<file path="config.mk">
export PLATFORM = sky130hd
export DESIGN_NAME = mdm_ctl_stat
export DESIGN_NICKNAME = d
export VERILOG_FILES = /design/src/rtl/mdm_pkg.sv /design/src/rtl/mdm_sync.sv /design/src/rtl/mdm_ctrl.sv /design/src/rtl/mdm_delta.sv /design/src/rtl/mdm_ctl_stat.sv
export SDC_FILE = /design/constraint.sdc
export NUM_CORES = 1
export LEC_CHECK = 0
export BUFFER_PORTS_ARGS = -buffer_cell sky130_fd_sc_hd__buf_2
export CAP_MARGIN = 40
export CORE_MARGIN = 2
export CORE_UTILIZATION = 44
export DETAILED_ROUTE_END_ITERATION = 8
export PLACE_DENSITY = 0.84
export SLEW_MARGIN = 20
export SYNTH_ARGS = -nofsm -noshare
export SYNTH_HDL_FRONTEND = slang
export SYNTH_SLANG_ARGS = --single-unit
</file>
<file path="constraint.sdc">
create_clock -name clk -period 1.07 [get_ports clk]
set_input_delay 0.0535 -clock clk [delete_from_list [all_inputs] [get_ports clk]]
set_output_delay 0.0535 -clock clk [all_outputs]
set_load 0.02 [all_outputs]
</file>
<file path="src/rtl/mdm_pkg.sv">
package mdm_pkg;

  // Line vector order: [3]=carrier, [2]=ring, [1]=data-set-ready, [0]=clear-to-send
  localparam int unsigned NLINE  = 4;
  localparam int unsigned BYTE_W = 8;
  localparam int unsigned CTL_W  = 5;

  localparam logic [NLINE-1:0]  LINE_RST = 4'b1011;
  localparam logic [BYTE_W-1:0] CTL_RST  = 8'h08;
  localparam logic [BYTE_W-1:0] CTL_MASK = 8'h1F;

  // Control bit positions
  localparam int unsigned B_DTR  = 0;
  localparam int unsigned B_RTS  = 1;
  localparam int unsigned B_OUT1 = 2;
  localparam int unsigned B_OUT2 = 3;
  localparam int unsigned B_LOOP = 4;

  // Delta bits raised by one registered line transition
  function automatic logic [NLINE-1:0] f_delta_set(input logic [NLINE-1:0] prev,
                                                   input logic [NLINE-1:0] nxt);
    logic [NLINE-1:0] flip;
    flip = prev ^ nxt;
    return {flip[3], prev[2] & ~nxt[2], flip[1], flip[0]};
  endfunction

  // Status view in loopback, built from control bits 3:0
  function automatic logic [BYTE_W-1:0] f_loop_view(input logic [3:0] c);
    return {c[B_OUT2], c[B_OUT1], c[B_DTR], c[B_RTS], 4'b0000};
  endfunction

endpackage

</file>
<file path="src/rtl/mdm_sync.sv">
module mdm_sync #(
  parameter int unsigned W      = 4,
  parameter int unsigned STAGES = 2,
  parameter logic [W-1:0] RST_VAL = '0
) (
  input  logic         clk,
  input  logic         rst_n,
  input  logic [W-1:0] d_i,
  output logic [W-1:0] q_o
);

  logic [W-1:0] stg [STAGES];

  for (genvar g = 0; g < STAGES; g++) begin : g_stage
    if (g == 0) begin : g_first
      always_ff @(posedge clk or negedge rst_n) begin
        if (!rst_n) stg[g] <= RST_VAL;
        else        stg[g] <= d_i;
      end
    end else begin : g_next
      always_ff @(posedge clk or negedge rst_n) begin
        if (!rst_n) stg[g] <= RST_VAL;
        else        stg[g] <= stg[g-1];
      end
    end
  end

  assign q_o = stg[STAGES-1];

endmodule

</file>
<file path="src/rtl/mdm_ctrl.sv">
module mdm_ctrl
  import mdm_pkg::*;
(
  input  logic              clk,
  input  logic              rst_n,
  input  logic              wr_i,
  input  logic [BYTE_W-1:0] wdata_i,
  output logic [BYTE_W-1:0] ctl_q
);

  always_ff @(posedge clk or negedge rst_n) begin
    if (!rst_n)    ctl_q <= CTL_RST;
    else if (wr_i) ctl_q <= wdata_i & CTL_MASK;
  end

endmodule

</file>
<file path="src/rtl/mdm_delta.sv">
module mdm_delta
  import mdm_pkg::*;
(
  input  logic             clk,
  input  logic             rst_n,
  input  logic [NLINE-1:0] line_i,
  input  logic             clr_i,
  output logic [NLINE-1:0] ln_q,
  output logic [NLINE-1:0] dl_q,
  output logic [NLINE-1:0] dl_set
);

  assign dl_set = f_delta_set(ln_q, line_i);

  always_ff @(posedge clk or negedge rst_n) begin
    if (!rst_n) begin
      ln_q <= LINE_RST;
      dl_q <= '0;
    end else begin
      ln_q <= line_i;
      dl_q <= (clr_i ? '0 : dl_q) | dl_set;
    end
  end

endmodule

</file>
<file path="src/rtl/mdm_ctl_stat.sv">
module mdm_ctl_stat
  import mdm_pkg::*;
#(
  parameter int unsigned SYNC_STAGES = 2
) (
  input  logic              clk,
  input  logic              rst_n,
  input  logic              ln_cts_i,
  input  logic              ln_dsr_i,
  input  logic              ln_dcd_i,
  input  logic              ln_ri_i,
  input  logic              ctl_wr_i,
  input  logic [BYTE_W-1:0] ctl_wdata_i,
  output logic [BYTE_W-1:0] ctl_rdata_o,
  input  logic              sts_rd_i,
  output logic [BYTE_W-1:0] sts_rdata_o,
  output logic              rts_o,
  output logic              dtr_o,
  output logic              out1_o,
  output logic              out2_o,
  output logic              any_delta_o
);

  logic [BYTE_W-1:0] ctl_q;
  logic [NLINE-1:0]  line_raw, line_sync;
  logic [NLINE-1:0]  ln_q, dl_q, dl_set;
  logic              loop_on, rd_clear;

  assign line_raw = {ln_dcd_i, ln_ri_i, ln_dsr_i, ln_cts_i};

  mdm_sync #(.W(NLINE), .STAGES(SYNC_STAGES), .RST_VAL(LINE_RST)) u_sync (
    .clk  (clk),
    .rst_n(rst_n),
    .d_i  (line_raw),
    .q_o  (line_sync)
  );

  mdm_ctrl u_ctrl (
    .clk    (clk),
    .rst_n  (rst_n),
    .wr_i   (ctl_wr_i),
    .wdata_i(ctl_wdata_i),
    .ctl_q  (ctl_q)
  );

  assign loop_on  = ctl_q[B_LOOP];
  assign rd_clear = sts_rd_i & ~loop_on;

  mdm_delta u_delta (
    .clk   (clk),
    .rst_n (rst_n),
    .line_i(line_sync),
    .clr_i (rd_clear),
    .ln_q  (ln_q),
    .dl_q  (dl_q),
    .dl_set(dl_set)
  );

  assign ctl_rdata_o = ctl_q;
  assign sts_rdata_o = loop_on ? f_loop_view(ctl_q[3:0]) : {ln_q, dl_q};
  assign rts_o       = ctl_q[B_RTS] & ~loop_on;
  assign dtr_o       = ctl_q[B_DTR] & ~loop_on;
  assign out1_o      = ctl_q[B_OUT1];
  assign out2_o      = ctl_q[B_OUT2];
  assign any_delta_o = |dl_q;

endmodule

</file>
* Yosys cells after proc, flatten, opt, wreduce, memory -nomap -nowiden
Cells that the tools add are included.
** Operators by class
- Muxes and demuxes :: 2
- Bitwise logic cells :: 8
- Reduce and logical (&&, ||, !) cells :: 1
** Operators by type and width (count)
- 8-bit two-way mux :: 1
- 1-bit bitwise AND :: 4
- 4-bit two-way mux :: 1
- 4-bit OR :: 1
- 4-bit OR reduction :: 1
- 4-bit bitwise XOR :: 1
- 1-bit NOT :: 2
** Word-level totals
- Bits in registers :: 21
- Bits of input ports :: 16
- Output and inout port bits :: 21
- Logic and storage cells :: 16

* Longest topological paths before layout
- Depth after elaboration :: 4
- Depth in mapped cells :: 3
- Gate-level depth less buffers :: 2

* Cells and area by module
From an unflattened synthesis, not the netlist that was laid out.
** Unflattened totals
- Cell total of the unflattened synthesis :: 58
- Area, all modules :: 838.3 um2
** By module, submodules not included
- mdm_delta :: times used 1, cells an instance 17, area an instance 270.3 um2, seq. area each 203.9 um2
- mdm_sync :: times used 1, cells an instance 12, area an instance 237.7 um2, seq. area each 207.7 um2
- mdm_ctrl :: times used 1, cells an instance 14, area an instance 209.0 um2, seq. area each 126.4 um2
- mdm_ctl_stat :: times used 1, cells an instance 15, area an instance 121.4 um2, seq. area each 0.0 um2

* Worst setup path after synthesis
Ideal clock, no wire load.
- Path type :: reg-to-output
- Start :: register u_ctrl.ctl_q[4]
- End :: output port sts_rdata_o[6]
- Arrival :: 1138 ps
- Required time :: 1016 ps
- Slack :: -122 ps
- Cell stages (with the launch flop) :: 3
- Path buffers :: 1
- Cell sequence :: dfrtp_1 buf_6 o21ai_0
** Between the ends
- Longest elaborated chain between the ends :: 1
** RTL lines
- from (decl) :: line mdm_ctrl.sv:8 : output logic [BYTE_W-1:0] ctl_q
- from (signal assigned) :: line mdm_ctrl.sv:13 : else if (wr_i) ctl_q <= wdata_i & CTL_MASK;
- 8-bit two-way mux :: line mdm_ctl_stat.sv:60 : assign sts_rdata_o = loop_on ? f_loop_view(ctl_q[3:0]) : {ln_q, dl_q};
- to (decl) :: line mdm_ctl_stat.sv:16 : output logic [BYTE_W-1:0] sts_rdata_o,
Every way passes these cells.

* Final worst setup path
- Start :: register u_ctrl.ctl_q[4]
- End :: output port sts_rdata_o[7]
Same word-level chain as after synthesis.

==> results.json <==
{
  "outcome": "finished with violations",
  "violations": "setup timing",
  "portBuffers": 30,
  "vdd_ir_drop_max_v": 0.00119,
  "hold_path_class": "input port to flip-flop",
  "start_util": 0.463,
  "async_flop_share": 1.00,
  "die_h_um": 46.6,
  "synth_top_area_cell": "dfrtp_1",
  "end_kind": "output pin",
  "synthDominantCellAreaShare": 0.344,
  "via_per_inst": 4.40,
  "synth-main-ff-cell": "dfrtp_1",
  "r2r_start": "u_ctrl.ctl_q[4]$_DFFE_PN0P_",
  "power_density_nw_per_um2": 1470,
  "clock_path_buffers": 2,
  "grt_use_total": 0.179,
  "avgSynthCellArea_um2": 13.8,
  "synth-edff-count": 0,
  "r2r_cells": 2,
  "vias": 568,
  "grt_pass1_vias": 571,
  "final_util": 0.686,
  "post-place-cells": 110,
  "layout-drive-gt1-share": 0.615,
  "min_period_ns": 1.29,
  "antennaDiodeCount": 0,
  "root_buffer": "clkbuf_4",
  "maxCapViolCount": 0,
  "cts_tree": "yes",
  "path_class": "flip-flop to output pin",
  "syn_inst": 58,
  "required_ns": 1.02,
  "nets": 121,
  "cts.reportedPaths.clkPinSlew_ns": 0.10,
  "period_share": 1.20,
  "max_freq_mhz": 778,
  "grt_first_pass_wirelength_mm": 2.54,
  "rows": 15,
  "worstPathArrival_ns": 1.23,
  "core-area_um2": 1730,
  "post-dp-hpwl_um": 958,
  "critPathLaunch": "u_ctrl.ctl_q[4]$_DFFE_PN0P_",
  "hold-worst-slack_ns": 0.100,
  "worst_slack_ns": -0.215,
  "yosysUniqueCellTypes": 15,
  "yosys_register_bits": 21,
  "gr-total-overflow": 0,
  "ys_top_cells_by_area": "dfrtp_1 (34%), dfstp_2 (33%), mux2_2 (9.9%)",
  "skew_ns": 0.00511,
  "cts_sinks": 21,
  "hold_violations": 0,
  "wl_mm": 1.55,
  "pin_count": 37,
  "netlist_area_um2": 800,
  "rr_endpoint": "u_ctrl.ctl_q[4]$_DFFE_PN0P_",
  "slew_viol_final": 0,
  "drt_iter0_markers": 2,
  "synth_most_common_cell": "dfrtp_1",
  "leakagePower_nw": 0.564,
  "rsz0062_at_grt": "true",
  "clk_latency_ns": 0.30,
  "drcViolationCount": 0,
  "totalPowerFinal_mw": 1.74,
  "yosys_warnings": 0,
  "seq_area_frac_synth": 0.673,
  "crit_end": "sts_rdata_o[7]",
  "grt_max_degree": 22,
  "drtPass1Iterations": 4,
  "cts-buffers-inserted": 3,
  "htree_levels": 1,
  "routedWlPerCell_um": 12.0,
  "fill_cells": 127,
  "reg2reg_slack_ns": 0.06,
  "setup_violations": 12,
  "dieArea_um2": 2170,
  "finalSetupTns_ns": -1.98,
  "syn2layout_area_growth_pct": 48.0,
  "critical_path_peak_fanout": 6,
  "antenna_left": 0,
  "synth_commonest_cells": "dfrtp_1 (11), dfstp_2 (10), mux2_2 (7), buf_4 (5), inv_1 (5)",
  "layoutNonFillerInstCount": 129,
  "critPathLaunchType": "flip-flop",
  "antenna_found_initial": 0,
  "die_x_um": 46.6,
  "globalplace.congestion": 0.689
}
-- per-layer routing --
metal | vias up | part of all wire | track usage
met5 | - | 0 | 0
met4 | 0 | 0.020 | 0.0722
met3 | 6 | 0.057 | 0.0588
met2 | 27 | 0.56 | 0.339
met1 | 266 | 0.36 | 0.176
li1 | 269 | - | -
-- cell families after synthesis --
| logic type | Yosys count | share of synthesized area |
|---|---|---|
| buffers and inverters | 11 | 0.0845 |
| AO/OA/AOI/OAI | 5 | 0.0329 |
| multiplexers | 8 | 0.117 |
| flip-flops | 21 | 0.673 |
| AND/OR/NAND/NOR | 9 | 0.0548 |
| other | 1 | 0.00469 |
| XOR/XNOR | 3 | 0.0329 |
-- state kept, by name, indices dropped and copies added (netlist names) --
name and count:
u_delta.dl_q 4, u_ctrl.ctl_q 5, u_sync.q_o 4, u_sync.stg 4, u_delta.ln_q 4
-- per-stage QoR --
stage,cell area [um^2],setup slack [ns]
final,1180,-0.215
after global routing,1180,-0.258
after CTS,1170,-0.218
after detailed placement,947,0.0179
after global placement,947,0.0567
after floorplan,807,0.0119
-- critical path, cell delays in order (launching register included) --
cell and delay [ns]:
dfrtp_2 0.47, mux2_4 0.33, buf_6 0.13
-- what timing repair did --
item,in CTS,in global routing
pin swaps,1,0
gates resized for setup,26,3
hold buffers,10,0
endpoints found under the hold margin,20,0
buffers inserted,5,0
setup endpoints to repair,14,13
-- power by group --
group / internal [mW] / switching, mW / leakage, nW
Combinational: 0.237 / 0.229 / 0.322
Sequential: 0.871 / 0.0436 / 0.227
Clock: 0.145 / 0.210 / 0.0150
-- layout by cell type (no fill, tap or decap) --
cell type      count
buf_4             12
clkbuf_1           1
mux2_4             3
conb_1             3
nor2b_1            2
buf_6              7
nor2_2             1
mux2_2             5
inv_2              4
buf_2             17
nand2_1            1
dlygate4sd3_1     10
nor2_1             3
clkbuf_4           3
inv_1              1
dfstp_2           10
nand4_1            1
dfrtp_2            1
o22ai_1            1
o21ai_0            3
o21ai_1            1
xnor2_1            3
nor2b_2            1
dfrtp_1           10
-- worst min-delay path by stage --
stage          startpoint                     endpoint  slack (ns)  depth (start not counted)
3_5_place_dp        rst_n  u_ctrl.ctl_q[4]$_DFFE_PN0P_        0.02                          1
4_1_cts          ctl_wr_i  u_ctrl.ctl_q[2]$_DFFE_PN0P_        0.07                          2
5_1_grt          ctl_wr_i  u_ctrl.ctl_q[3]$_DFFE_PN1P_         0.1                          2
3_3_place_gp        rst_n  u_ctrl.ctl_q[1]$_DFFE_PN0P_       0.009                          1
6_report         ctl_wr_i  u_ctrl.ctl_q[2]$_DFFE_PN0P_        0.10                          2
2_1_floorplan       rst_n  u_ctrl.ctl_q[0]$_DFFE_PN0P_       -0.24                          0
-- layout make-up --
cell class	count	area [um^2]	share of cell area
sequential	21	539	0.456
timing repair buffer	46	354	0.299
multi-input combinational	28	214	0.181
clock buffer	4	26.3	0.0222
tap	25	31.3	0.0264
inverter	5	18.8	0.0159
(Power assumes the default switching activity.)
